<file path="config.mk">
export PLATFORM = sky130hd
export DESIGN_NAME = nor_read_mux
export DESIGN_NICKNAME = d
export VERILOG_FILES = /design/src/rtl/nor_rd_pkg.sv /design/src/rtl/nor_rd_ctrl.sv /design/src/rtl/nor_rd_datapath.sv /design/src/rtl/nor_read_mux.sv
export SDC_FILE = /design/constraint.sdc
export NUM_CORES = 1
export LEC_CHECK = 0
export BUFFER_PORTS_ARGS = -buffer_cell sky130_fd_sc_hd__buf_2
export CORE_MARGIN = 10
export CORE_UTILIZATION = 40
export CTS_CLUSTER_SIZE = 16
export DETAILED_ROUTE_END_ITERATION = 7
export GPL_TIMING_DRIVEN = 0
export PLACE_DENSITY = 0.86
export SETUP_SLACK_MARGIN = 0.15
export SYNTH_ARGS = -nofsm -noshare
export SYNTH_HDL_FRONTEND = slang
export SYNTH_SLANG_ARGS = --single-unit
</file>
<file path="constraint.sdc">
create_clock -name clk -period 2.8 [get_ports clk]
set_input_delay 0.56 -clock clk [delete_from_list [all_inputs] [get_ports clk]]
set_output_delay 0.56 -clock clk [all_outputs]
set_load 0.02 [all_outputs]
</file>
<file path="src/rtl/nor_rd_pkg.sv">
package nor_rd_pkg;

  localparam logic [7:0] MODE_READ         = 8'h00;
  localparam logic [7:0] MODE_ERASE_SETUP  = 8'h80;
  localparam logic [7:0] MODE_AUTOSEL      = 8'h90;
  localparam logic [7:0] MODE_PROGRAM      = 8'hA0;
  localparam logic [7:0] MODE_CHIP_ERASE   = 8'h10;
  localparam logic [7:0] MODE_SECTOR_ERASE = 8'h30;
  localparam logic [7:0] MODE_QUERY        = 8'h98;

  localparam logic [7:0] QUERY_LEN = 8'h52;

  // Strobes and selection handed from control to datapath.
  typedef struct packed {
    logic        capture;
    logic        useArray;
    logic [31:0] fixedVal;
  } rd_ctrl_t;

  // Query table contents, computed from geometry.
  function automatic logic [7:0] queryByte(input logic [7:0] idx,
                                           input int chipLog2,
                                           input int sectorCount,
                                           input int sectorBytes);
    logic [7:0] v;
    int cntM1;
    cntM1 = sectorCount - 1;
    case (idx)
      8'h10: v = 8'h51;
      8'h11: v = 8'h52;
      8'h12: v = 8'h59;
      8'h13: v = 8'h02;
      8'h15: v = 8'h31;
      8'h1B: v = 8'h27;
      8'h1C: v = 8'h36;
      8'h1F: v = 8'h07;
      8'h21: v = 8'h09;
      8'h22: v = 8'h0C;
      8'h23: v = 8'h01;
      8'h25: v = 8'h0A;
      8'h26: v = 8'h0D;
      8'h27: v = 8'(chipLog2);
      8'h28: v = 8'h02;
      8'h2C: v = 8'h01;
      8'h2D: v = 8'(cntM1);
      8'h2E: v = 8'(cntM1 >> 8);
      8'h2F: v = 8'(sectorBytes >> 8);
      8'h30: v = 8'(sectorBytes >> 16);
      8'h31: v = 8'h50;
      8'h32: v = 8'h52;
      8'h33: v = 8'h49;
      8'h34: v = 8'h31;
      8'h35: v = 8'h30;
      default: v = 8'h00;
    endcase
    return v;
  endfunction

endpackage

</file>
<file path="src/rtl/nor_rd_ctrl.sv">
module nor_rd_ctrl
  import nor_rd_pkg::*;
#(
  parameter int DEV_BYTES    = 2,
  parameter int SECTOR_BYTES = 4096,
  parameter int SECTOR_COUNT = 16
) (
  input  logic           clk,
  input  logic           rstN,
  input  logic           rdEn,
  input  logic [7:0]     rdAddrLow,
  input  logic [7:0]     modeCode,
  input  logic [15:0]    idWord0,
  input  logic [15:0]    idWord1,
  input  logic [15:0]    idWord2,
  input  logic [15:0]    idWord3,
  input  logic           statusLoadEn,
  input  logic [7:0]     statusLoadVal,
  input  logic           busyDone,
  output rd_ctrl_t       ctrl,
  output logic           modeClear
);

  localparam int OFF_SHIFT  = (DEV_BYTES == 4) ? 2 : ((DEV_BYTES == 2) ? 1 : 0);
  localparam int CHIP_LOG2  = $clog2(SECTOR_BYTES * SECTOR_COUNT);

  logic [7:0] regOffset;
  logic [7:0] statusQ;
  logic       statusHit;
  logic       unknownMode;
  logic       useArray;
  logic [31:0] fixedVal;

  assign regOffset = rdAddrLow >> OFF_SHIFT;

  always_comb begin
    useArray    = 1'b0;
    fixedVal    = 32'h0;
    statusHit   = 1'b0;
    unknownMode = 1'b0;
    case (modeCode)
      MODE_READ, MODE_ERASE_SETUP: useArray = 1'b1;
      MODE_AUTOSEL: begin
        case (regOffset)
          8'h00: fixedVal = {16'h0, idWord0};
          8'h01: fixedVal = {16'h0, idWord1};
          8'h02: fixedVal = 32'h0;
          8'h0E: begin
            if (idWord2[7:0] == 8'hFF) useArray = 1'b1;
            else                       fixedVal = {16'h0, idWord2};
          end
          8'h0F: begin
            if (idWord3[7:0] == 8'hFF) useArray = 1'b1;
            else                       fixedVal = {16'h0, idWord3};
          end
          default: useArray = 1'b1;
        endcase
      end
      MODE_PROGRAM, MODE_CHIP_ERASE, MODE_SECTOR_ERASE: begin
        fixedVal  = {24'h0, statusQ};
        statusHit = 1'b1;
      end
      MODE_QUERY: begin
        if (regOffset < QUERY_LEN)
          fixedVal = {24'h0, queryByte(regOffset, CHIP_LOG2, SECTOR_COUNT, SECTOR_BYTES)};
        else
          fixedVal = 32'h0;
      end
      default: begin
        useArray    = 1'b1;
        unknownMode = 1'b1;
      end
    endcase
  end

  assign ctrl.capture  = rdEn;
  assign ctrl.useArray = useArray;
  assign ctrl.fixedVal = fixedVal;

  always_ff @(posedge clk) begin
    if (!rstN) begin
      statusQ   <= 8'h00;
      modeClear <= 1'b0;
    end else begin
      modeClear <= rdEn && unknownMode;
      if (statusLoadEn)
        statusQ <= statusLoadVal;
      else
        statusQ <= statusQ ^ {busyDone, rdEn && statusHit, 6'b0};
    end
  end

endmodule

</file>
<file path="src/rtl/nor_rd_datapath.sv">
module nor_rd_datapath
  import nor_rd_pkg::*;
#(
  parameter int CHIP_AW = 16
) (
  input  logic               clk,
  input  logic               rstN,
  input  rd_ctrl_t           ctrl,
  input  logic [CHIP_AW-1:0] chipAddr,
  input  logic [1:0]         rdSize,
  input  logic               bigEndian,
  input  logic [31:0]        arrData,
  output logic               arrRdEn,
  output logic [CHIP_AW-1:0] arrAddr,
  output logic [31:0]        rdData,
  output logic               rdValid
);

  localparam int LANES = 4;

  logic        useArrayQ;
  logic [31:0] fixedQ;
  logic [1:0]  sizeQ;
  logic        beQ;
  logic [7:0]  arrByte [LANES];
  logic [31:0] assembled;

  assign arrRdEn = ctrl.capture;
  assign arrAddr = chipAddr;

  always_ff @(posedge clk) begin
    if (!rstN) begin
      rdValid   <= 1'b0;
      useArrayQ <= 1'b0;
      fixedQ    <= 32'h0;
      sizeQ     <= 2'd0;
      beQ       <= 1'b0;
    end else begin
      rdValid <= ctrl.capture;
      if (ctrl.capture) begin
        useArrayQ <= ctrl.useArray;
        fixedQ    <= ctrl.fixedVal;
        sizeQ     <= rdSize;
        beQ       <= bigEndian;
      end
    end
  end

  for (genvar i = 0; i < LANES; i++) begin : g_split
    assign arrByte[i] = arrData[8*i +: 8];
  end

  for (genvar j = 0; j < LANES; j++) begin : g_lane
    localparam int HALF_BE = (j < 2) ? (1 - j) : 0;
    localparam int WORD_BE = LANES - 1 - j;
    logic [7:0] laneByte;
    always_comb begin
      case (sizeQ)
        2'd0:    laneByte = (j == 0) ? arrByte[0] : 8'h00;
        2'd1:    laneByte = (j < 2) ? (beQ ? arrByte[HALF_BE] : arrByte[j]) : 8'h00;
        default: laneByte = beQ ? arrByte[WORD_BE] : arrByte[j];
      endcase
    end
    assign assembled[8*j +: 8] = laneByte;
  end

  assign rdData = useArrayQ ? assembled : fixedQ;

endmodule

</file>
<file path="src/rtl/nor_read_mux.sv">
module nor_read_mux
  import nor_rd_pkg::*;
#(
  parameter int ADDR_W       = 20,
  parameter int SECTOR_BYTES = 4096,
  parameter int SECTOR_COUNT = 16,
  parameter int DEV_BYTES    = 2,
  localparam int CHIP_BYTES  = SECTOR_BYTES * SECTOR_COUNT,
  localparam int CHIP_AW     = $clog2(CHIP_BYTES)
) (
  input  logic               clk,
  input  logic               rstN,
  input  logic               rdEn,
  input  logic [ADDR_W-1:0]  rdAddr,
  input  logic [1:0]         rdSize,
  input  logic               bigEndian,
  input  logic [7:0]         modeCode,
  input  logic [15:0]        idWord0,
  input  logic [15:0]        idWord1,
  input  logic [15:0]        idWord2,
  input  logic [15:0]        idWord3,
  input  logic               statusLoadEn,
  input  logic [7:0]         statusLoadVal,
  input  logic               busyDone,
  output logic               arrRdEn,
  output logic [CHIP_AW-1:0] arrAddr,
  input  logic [31:0]        arrData,
  output logic [31:0]        rdData,
  output logic               rdValid,
  output logic               modeClear
);

  rd_ctrl_t           ctrl;
  logic [CHIP_AW-1:0] chipAddr;

  // Mirror the chip across the bus window: keep only the chip-size bits.
  assign chipAddr = rdAddr[CHIP_AW-1:0];

  if (ADDR_W > CHIP_AW) begin : g_hi
    logic unusedAddrHi;
    assign unusedAddrHi = ^rdAddr[ADDR_W-1:CHIP_AW];
  end

  nor_rd_ctrl #(
    .DEV_BYTES   (DEV_BYTES),
    .SECTOR_BYTES(SECTOR_BYTES),
    .SECTOR_COUNT(SECTOR_COUNT)
  ) u_ctrl (
    .clk          (clk),
    .rstN         (rstN),
    .rdEn         (rdEn),
    .rdAddrLow    (rdAddr[7:0]),
    .modeCode     (modeCode),
    .idWord0      (idWord0),
    .idWord1      (idWord1),
    .idWord2      (idWord2),
    .idWord3      (idWord3),
    .statusLoadEn (statusLoadEn),
    .statusLoadVal(statusLoadVal),
    .busyDone     (busyDone),
    .ctrl         (ctrl),
    .modeClear    (modeClear)
  );

  nor_rd_datapath #(
    .CHIP_AW(CHIP_AW)
  ) u_dp (
    .clk      (clk),
    .rstN     (rstN),
    .ctrl     (ctrl),
    .chipAddr (chipAddr),
    .rdSize   (rdSize),
    .bigEndian(bigEndian),
    .arrData  (arrData),
    .arrRdEn  (arrRdEn),
    .arrAddr  (arrAddr),
    .rdData   (rdData),
    .rdValid  (rdValid)
  );

endmodule

</file>
==> impl_metrics.tcl, run 1 <==
set metrics [dict create \
    placed_cells 666 \
    cp.required_ns 2.24 \
    wl_um 13000 \
    netlist_area_sq_mm 0.003120 \
    cp-start-kind "flip-flop" \
    vdd_drop_max_mv 0.1479 \
    wl_per_cell_um 19.32 \
    synth_edf_count 0 \
    syn2layout_area_growth_pct 34.92 \
    cts.sinks 30 \
    fmax_mhz 397.7 \
    power_per_cell_area_mw_per_mm2 299.2 \
    worst-path-max-fanout 10 \
    clockBufferDepth 2 \
    synth-xor-area-share_pct 0.8420 \
    synth_top_family_by_area "compound AO/OA/AOI/OAI gates" \
    post_synth_and_or_nand_nor_area_fraction_pct 19.13 \
    endpoint_kind "output pin" \
    synthAdderAreaFrac_pct 2.406 \
    crit_chain "clkbuf_2, clkbuf_4, mux2i_1, a21oi_1, mux2_2, buf_2" \
    numCtsBuffers 5 \
    cts_htree_levels 2 \
    hold_start "u_dp.fixedQ[13]" \
    period_needed_ns 2.514 \
    synth_cells 391 \
    postCtsSetupBuffers 0 \
    yosys.area.top_type "dfxtp_1" \
    cp_slowest_cell "dfxtp_1" \
    insertion_delay_ns 0.29 \
    die_y_um 108.3 \
    yosysWarningCount 0 \
    critPathMaxStageDelay_ns 0.33 \
    drv_cap 0 \
    fin_worst_skew_ns 0.002896 \
    grt.total_usage_pct 20.04 \
    synth.area.top_cells "dfxtp_1 (19%), mux2i_1 (12%), o21ai_0 (5.0%)" \
    rsz0062_at_grt "no" \
    drt_iter0_drc 377 \
    dpl.hpwl_um 10880 \
    worstHoldEndpoint "u_dp.fixedQ[13]" \
    root_buffer "clkbuf_8" \
    cts_tree "done" \
    tns_ns 0 \
    yosys_most_used_dff "dfxtp_1" \
    die_area_sq_mm 0.01173 \
    diodes 0 \
    total_power_mw 1.260 \
    synth_mux_area_share_pct 16.56 \
    finalMaxSlewViolations 0 \
    syn_nets 537 \
    hold_path_depth 2 \
    yosysSeqAreaShare_pct 19.25 \
    drt_pre_antenna_iters 6 \
    drive_above_1_share_pct 41.33 \
    io_buffers 173 \
    reg2reg_setup_slack_ns 1.68 \
    antenna_found_initial 0 \
    hold_path.class "flip-flop to flip-flop" \
    outcome "finished, final reports clean" \
    vias_per_cell 5.700 \
    slew_headroom_pct 55.45 \
    rows 32 \
    period_share_pct 89.80 \
    r2r_cells 4 \
    crit_type "flip-flop to output pin" \
    tightest_slew_ns 0.6683 \
    synth.most_common_cell "mux2i_1" \
    gp_congestion 0.9463 \
    core_sq_mm 0.007647 \
    utilization_pct 55.06 \
    synth_seq_cells 30 \
    initial_core_util_pct 40.80 \
    layout.cells.non_filler 673 \
    r2r-end "u_dp.sizeQ[1]" \
    gr-total-overflow 0 \
    fin_nets 716 \
    dieWidth_um 108.3 \
    vias 3836 \
    hold_violations 0 \
    synth.top_cell.area_share_pct 19.25 \
    syn_avg_cell_area_sq_um 7.981 \
    drcViolationCount 0 \
    async_reset_ff_share_pct 0 \
    grt_pass1_vias 3821 \
    synthTopCellsByCount "mux2i_1 (37), nand2_1 (33), o21ai_0 (31)" \
    grt_max_degree 11 \
    setup_viol 0 \
    grt_first_pass_wirelength_um 19090 \
    ant_nets 0 \
    clkTransAtPathRegs_ns 0.06 \
    r2r-start "u_dp.sizeQ[1]" \
    io_pins 191 \
    p_leak_nw 1.911 \
    ys_types 58 \
    cp.arrival_ns 1.95 \
    synth-compound-area-share_pct 31.64 \
]
## registers in the layout, indices dropped and copies added (netlist names)
| register | flops |
|---|---|
| u_ctrl.modeClear | 1 |
| u_dp.rdValid | 1 |
| u_dp.useArrayQ | 1 |
| u_ctrl.statusQ | 8 |
| u_dp.beQ | 1 |
| u_dp.sizeQ | 2 |
| u_dp.fixedQ | 16 |
## kinds of logic (layout without fill, tap and decap cells)
group                      Yosys count  count (layout)
AOI/OAI and AO/OA                  133             133
muxes                               50              50
DFF                                 30              30
buffers and inverters               59             239
adders and majority gates            6               6
and+or+nand+nor                    110             110
xor gates and xnor gates             3               3
## critical path: cells and delay by family (launching register included)
kind / cells / cell delay (ns)
AO/OA/AOI/OAI: 1 / 0.12
buffers and inverters: 3 / 0.67
flip-flops: 1 / 0.33
multiplexers: 2 / 0.54
## cell usage in the layout, fill, tap and decap left out, types with 3 or more instances in the layout
cell,n
o31a_1,3
mux2_2,13
nor2_1,24
nand2b_1,6
buf_6,3
nand2_1,32
and2_1,3
buf_2,178
o21ai_0,31
nand3b_1,3
clkbuf_1,14
a22o_1,16
a22oi_1,3
buf_4,18
buf_1,5
o31ai_1,3
clkbuf_8,6
dfxtp_1,30
ha_1,6
a21boi_1,6
a222oi_1,14
nor2b_1,14
and4_1,4
nand4b_1,3
inv_1,11
mux2i_1,37
nand3_1,4
a21boi_0,11
and3_1,3
o21a_1,3
a21oi_1,22
## per-layer routing
metal / vias to the layer above / track usage, % / part of all wire [%]
li1: 1813 / - / -
met1: 1785 / 21.75 / 37
met2: 210 / 35.86 / 50
met3: 28 / 5.651 / 10
met4: 0 / 8.098 / 2.7
met5: - / 0 / 0
## cell type report
class / instances / area (sq um)
Buffer: 47 / 279.0
Clock buffer: 7 / 86.33
Clock inverter: 1 / 5.005
Fill cell: 727 / 3437
Inverter: 11 / 41.29
Multi-Input combinational cell: 302 / 2205
Sequential cell: 30 / 600.6
Tap cell: 102 / 127.6
Timing Repair Buffer: 173 / 865.8
## repair_timing
action | 4_1_cts | 5_1_grt
hold endpoints to repair | 0 | 0
resized for setup | 3 | 3
hold buffers | 0 | 0
setup endpoints to repair | 24 | 14
## per-stage QoR
stage | hold WS [ns] | area [sq um] | worst slack [ns]
after floorplan | 0.4212 | 3120 | 0.6206
after global placement | 0.4313 | 4114 | 0.1859
after detailed placement | 0.4450 | 4114 | 0.1660
after CTS | 0.4607 | 4207 | 0.2005
after global routing | 0.4922 | 4210 | 0.1585
final | 0.4627 | 4210 | 0.2855
## power breakdown
group | switching, mW | total, mW | internal, mW
clock | 0.162 | 0.359 | 0.198
combinational | 0.244 | 0.447 | 0.203
sequential | 0.0106 | 0.453 | 0.442
total | 0.416 | 1.26 | 0.843
## worst max-delay path by stage
stage / start / to / slack (ns) / depth (start not counted)
floorplan: rdAddr[1] / u_dp.fixedQ[4] / 0.62 / 8
global placement: rdAddr[1] / u_dp.fixedQ[4] / 0.19 / 9
detailed placement: rdAddr[1] / u_dp.fixedQ[7] / 0.17 / 9
CTS: u_dp.sizeQ[1] / rdData[27] / 0.20 / 6
global route: u_dp.sizeQ[1] / rdData[24] / 0.16 / 6
finish: u_dp.sizeQ[1] / rdData[13] / 0.29 / 6
Power figures use the tool's default switching activity.
==> run 2, diff against run 1 <==
Settings changed: SETUP_SLACK_MARGIN 0.15 to not set.
Clock period 2.8 ns to 3 ns, I/O delays scaled along.
==> run 2 against run 1 <==
Net effect:
- global-route usage hardly changed
- non-clock buffer count is the same
- die area stayed put
- power fell by 6.7%
- sequential cell count unchanged
- worst setup slack worse by 0.064 ns
- combinational power decreased by 7.2%
- via count about the same
- highest routed layer unchanged
- utilization decreased by 0.098 points
- cell count did not move
- routed wire length shrank 0.20%
- clock power shrank 6.4%
==> impl_metrics.tcl, run 2 (synthesized netlist as in run 1, its figures left out) <==
set metrics [dict create \
    dr_wl_met2_um 6376 \
    layout_commonest_cell "buf_2" \
    antenna_found_initial 0 \
    combPwrFrac_pct 35.3 \
    cts_hold_buf 0 \
    p_clk_share_pct 28.6 \
    wl_um 12980 \
    slew_headroom_pct 50.88 \
    place_area_sq_mm 0.004114 \
    worst-path-max-fanout 10 \
    cts.sinks 30 \
    endpoint_kind "output pin" \
    numCtsBuffers 5 \
    p_switching_uw 389.1 \
    hold_path.class "flip-flop to flip-flop" \
    setup_viol 0 \
    initial_core_util_pct 40.80 \
    p_leak_nw 1.901 \
    die_y_um 108.3 \
    worstHoldEndpoint "u_dp.fixedQ[13]" \
    r2r-end "u_dp.useArrayQ" \
    biggestRegsByFlops "u_dp.fixedQ x16, u_ctrl.statusQ x8, u_dp.sizeQ x2" \
    grt.total_usage_pct 20.03 \
    fin_hold_ws_ns 0.4613 \
    swShare_pct 33.10 \
    vdd_drop_max_mv 0.1382 \
    vias_per_cell 5.704 \
    tns_ns 0 \
    hold_violations 0 \
    cp-start-kind "flip-flop" \
    drt_pre_antenna_iters 7 \
    cp.required_ns 2.40 \
    highest_layer "met4" \
    hold_path_depth 2 \
    io_buffers 173 \
    diodes 0 \
    gp_congestion 0.9463 \
    cts_htree_levels 2 \
    wl_per_cell_um 19.28 \
    power_frac_seq_pct 36.1 \
    fillers 726 \
    hold_start "u_dp.fixedQ[13]" \
    cp.arrival_ns 2.18 \
    postCtsSetupBuffers 0 \
    power_per_cell_area_mw_per_mm2 279.7 \
    rsz0062_at_grt "no" \
    fin_nets 716 \
    dieWidth_um 108.3 \
    p_int_uw 786.4 \
    clkTransAtPathRegs_ns 0.06 \
    gr-total-overflow 0 \
    grt_first_pass_wirelength_um 19090 \
    insertion_delay_ns 0.29 \
    grt_max_degree 11 \
    outcome "finished, final reports clean" \
    finalMaxSlewViolations 0 \
    crit_type "flip-flop to output pin" \
    ant_nets 0 \
    final_cell_mix "buf_2 (178), mux2i_1 (37), nand2_1 (33)" \
    r2r-start "u_dp.useArrayQ" \
    clockBufferDepth 2 \
    root_buffer "clkbuf_8" \
    drcViolationCount 0 \
    top_register "u_dp.fixedQ" \
    final_cell_area_sq_mm 0.004203 \
    rows 32 \
    r2r_cells 3 \
    vias 3839 \
    met1_length_um 4874 \
    die_area_sq_mm 0.01173 \
    fmax_mhz 360.0 \
    placed_cells 666 \
    fin_worst_skew_ns 0.002628 \
    io_pins 191 \
    core_sq_mm 0.007647 \
    drv_cap 0 \
    utilization_pct 54.96 \
    total_power_mw 1.176 \
    drive_above_1_share_pct 40.81 \
    tightest_slew_ns 0.7368 \
    drt_iter0_drc 360 \
    setup_slack_ns 0.2219 \
    syn2layout_area_growth_pct 34.68 \
    period_needed_ns 2.778 \
    dpl_worst_slack_ns 0.3260 \
    layout.cells.non_filler 673 \
    largest_reg_flops 16 \
    met3_length_um 1305 \
    reg2reg_setup_slack_ns 1.90 \
    grt_pass1_vias 3830 \
    cts_tree "done" \
    period_share_pct 92.60 \
    dpl.hpwl_um 10880 \
]
[run 2: how the worst max path moves through the flow]
stage | startpoint | endpoint | cells after the start
2_1_floorplan | rdAddr[1] | u_dp.fixedQ[4] | 8
3_3_place_gp | rdAddr[1] | u_dp.fixedQ[4] | 9
3_5_place_dp | rdAddr[1] | u_dp.fixedQ[7] | 9
4_1_cts | u_dp.sizeQ[1] | rdData[4] | 7
5_1_grt | u_dp.beQ | rdData[30] | 5
6_report | u_dp.beQ | rdData[26] | 5
[run 2: repair_timing]
action | 4_1_cts | 5_1_grt
gates resized for setup | 0 | 1
endpoints found under the hold margin | 0 | 0
endpoints found under the setup margin | 0 | 10
[run 2: layout make-up]
cell class / count / area [sq um] / share of cell area (%)
Buffer: 47 / 272.8 / 6.490
Timing Repair Buffer: 173 / 865.8 / 20.60
Clock buffer: 7 / 86.33 / 2.054
Tap cell: 102 / 127.6 / 3.037
Inverter: 11 / 41.29 / 0.9824
Clock inverter: 1 / 5.005 / 0.1191
Sequential cell: 30 / 601.8 / 14.32
Multi-Input combinational cell: 302 / 2202 / 52.40
[run 2: metal layers]
| metal | track usage [%] | vias to the layer above |
|---|---|---|
| met5 | 0 | - |
| met4 | 8.569 | 0 |
| met3 | 5.413 | 36 |
| met2 | 35.69 | 224 |
| met1 | 21.82 | 1766 |
| li1 | - | 1813 |
[run 2: power groups by stage]
stage,Clock [mW],Sequential (mW),Combinational [mW]
after floorplan,0,0.430,0.237
after global placement,0,0.430,0.406
after detailed placement,0,0.431,0.412
after CTS,0.340,0.422,0.414
after global routing,0.360,0.427,0.448
final,0.336,0.425,0.415
[run 2: worst max-delay path, stage by stage (launching register included)]
cell	delay, ns
dfxtp_1	0.38
clkbuf_1	0.38
buf_1	0.62
mux2i_1	0.28
nor2_1	0.06
buf_2	0.17
==> run 3, diff against run 2 <==
Settings changed: BUFFER_PORTS_ARGS -buffer_cell sky130_fd_sc_hd__buf_2 to -buffer_cell sky130_fd_sc_hd__buf_4.
==> run 3 against run 2 <==
Net effect:
- clock skew increased by 0.0033 ns
- power up 5.0%
- register-to-register slack got worse by 0.13 ns
- clock power is essentially flat
==> impl_metrics.tcl, run 3 (synthesized netlist as in run 1, its figures left out) <==
set metrics [dict create \
    outcome "finished, final reports clean" \
    initial_core_util_pct 40.80 \
    p_leak_nw 2.023 \
    cp.arrival_ns 2.33 \
    root_buffer "clkbuf_8" \
    dieWidth_um 108.3 \
    diodes 0 \
    cp-start-kind "flip-flop" \
    fillers 691 \
    tightest_slew_ns 0.6927 \
    gp_congestion 0.9267 \
    cts.sinks 30 \
    antenna_found_initial 0 \
    finalMaxSlewViolations 0 \
    vdd_drop_max_mv 0.1251 \
    postCtsSetupBuffers 0 \
    setup_slack_ns 0.06626 \
    fin_nets 716 \
    gr-total-overflow 0 \
    die_y_um 108.3 \
    power_per_cell_area_mw_per_mm2 266.3 \
    fmax_mhz 340.9 \
    vias_per_cell 5.588 \
    ant_nets 0 \
    period_share_pct 97.79 \
    hold_path.class "flip-flop to flip-flop" \
    grt_pass1_vias 3814 \
    fin_worst_skew_ns 0.005974 \
    worst-path-max-fanout 11 \
    multiInputGateArea_sq_mm 0.002202 \
    wl_per_cell_um 19.62 \
    hold_violations 0 \
    endpoint_kind "output pin" \
    rsz0062_at_grt "no" \
    drive_above_1_share_pct 40.63 \
    seq_area_sq_um 600.6 \
    clockBufferDepth 2 \
    dpl.hpwl_um 10990 \
    io_buffers 173 \
    cts_hold_buf 0 \
    largest_reg_flops 16 \
    slew_headroom_pct 53.82 \
    cp.required_ns 2.40 \
    tns_ns 0 \
    r2r-start "u_dp.sizeQ[1]" \
    crit_type "flip-flop to output pin" \
    cts_tree "done" \
    core_sq_mm 0.007647 \
    final_cell_mix "buf_4 (191), mux2i_1 (37), nand2_1 (33)" \
    io_pins 191 \
    period_needed_ns 2.934 \
    dpl_worst_slack_ns 0.2825 \
    grt_first_pass_wirelength_um 19880 \
    clkTransAtPathRegs_ns 0.07 \
    grt.total_usage_pct 20.61 \
    syn2layout_area_growth_pct 48.52 \
    top_register "u_dp.fixedQ" \
    biggestRegsByFlops "u_dp.fixedQ x16, u_ctrl.statusQ x8, u_dp.sizeQ x2" \
    vias 3761 \
    grt_max_degree 12 \
    cts_resized 0 \
    setup_viol 0 \
    die_area_sq_mm 0.01173 \
    wl_um 13210 \
    cts_htree_levels 2 \
    hold_start "u_dp.fixedQ[8]" \
    drcViolationCount 0 \
    drv_cap 0 \
    drt_pre_antenna_iters 6 \
    numCtsBuffers 5 \
    insertion_delay_ns 0.28 \
    startpoint "u_dp.sizeQ[1]" \
    drt_iter0_drc 276 \
    rows 32 \
    layout_commonest_cell "buf_4" \
]
-- run 3: cell counts in the layout (fill, tap and decap cells not counted) --
Identical to the previous run, type by type.
-- run 3: stage by stage --
stage	power, mW	instance area (sq um)	hold WS [ns]	util, %	cells
CTS	1.237	4634	0.4598	60.60	673
detailed placement	0.9058	4547	0.4458	59.46	666
global route	1.293	4634	0.4749	60.60	673
floorplan	0.6664	3120	0.4212	-	391
global placement	0.8994	4547	0.4318	59.46	666
finish	1.234	4634	0.4618	60.60	673
-- run 3: path summary, 6_finish.rpt --
| check | end | slack (ns) | depth (start not counted) |
|---|---|---|---|
| worst max-delay path | rdData[4] | 0.07 | 6 |
| worst min-delay path | u_dp.fixedQ[8] | 0.46 | 2 |
| worst max register to register | u_dp.sizeQ[1] | 1.77 | 3 |
| worst min register to register | u_dp.fixedQ[8] | 0.46 | 2 |
-- run 3: layout make-up --
type                       instances  share of cell area, %
tap                              102                  2.754
clock buffer                       7                  1.863
sequential                        30                  12.96
buffer                            47                  5.886
clock inverter                     1                 0.1080
inverter                          11                 0.8909
multi-input combinational        302                  47.52
timing repair buffer             173                  28.02
-- run 3: worst max-delay path, cell delays in order (launching register included) --
cell and delay (ns):
dfxtp_1 0.55, or2_2 0.18, clkbuf_1 0.28, nand2_1 0.29
a22o_1 0.30, mux2_2 0.29, buf_4 0.17
-- run 3: routing by layer --
metal	vias to the layer above	global-route usage, %	share of wire, %
met5	-	0	0
met4	0	6.121	1.8
met3	21	5.057	9.8
met2	201	36.55	50
met1	1740	23.91	39
li1	1799	-	-
-- run 3: power by group --
part           total, mW  internal (mW)  switching [mW]
sequential         0.425          0.413          0.0118
clock              0.333          0.185           0.148
combinational      0.477          0.249           0.227
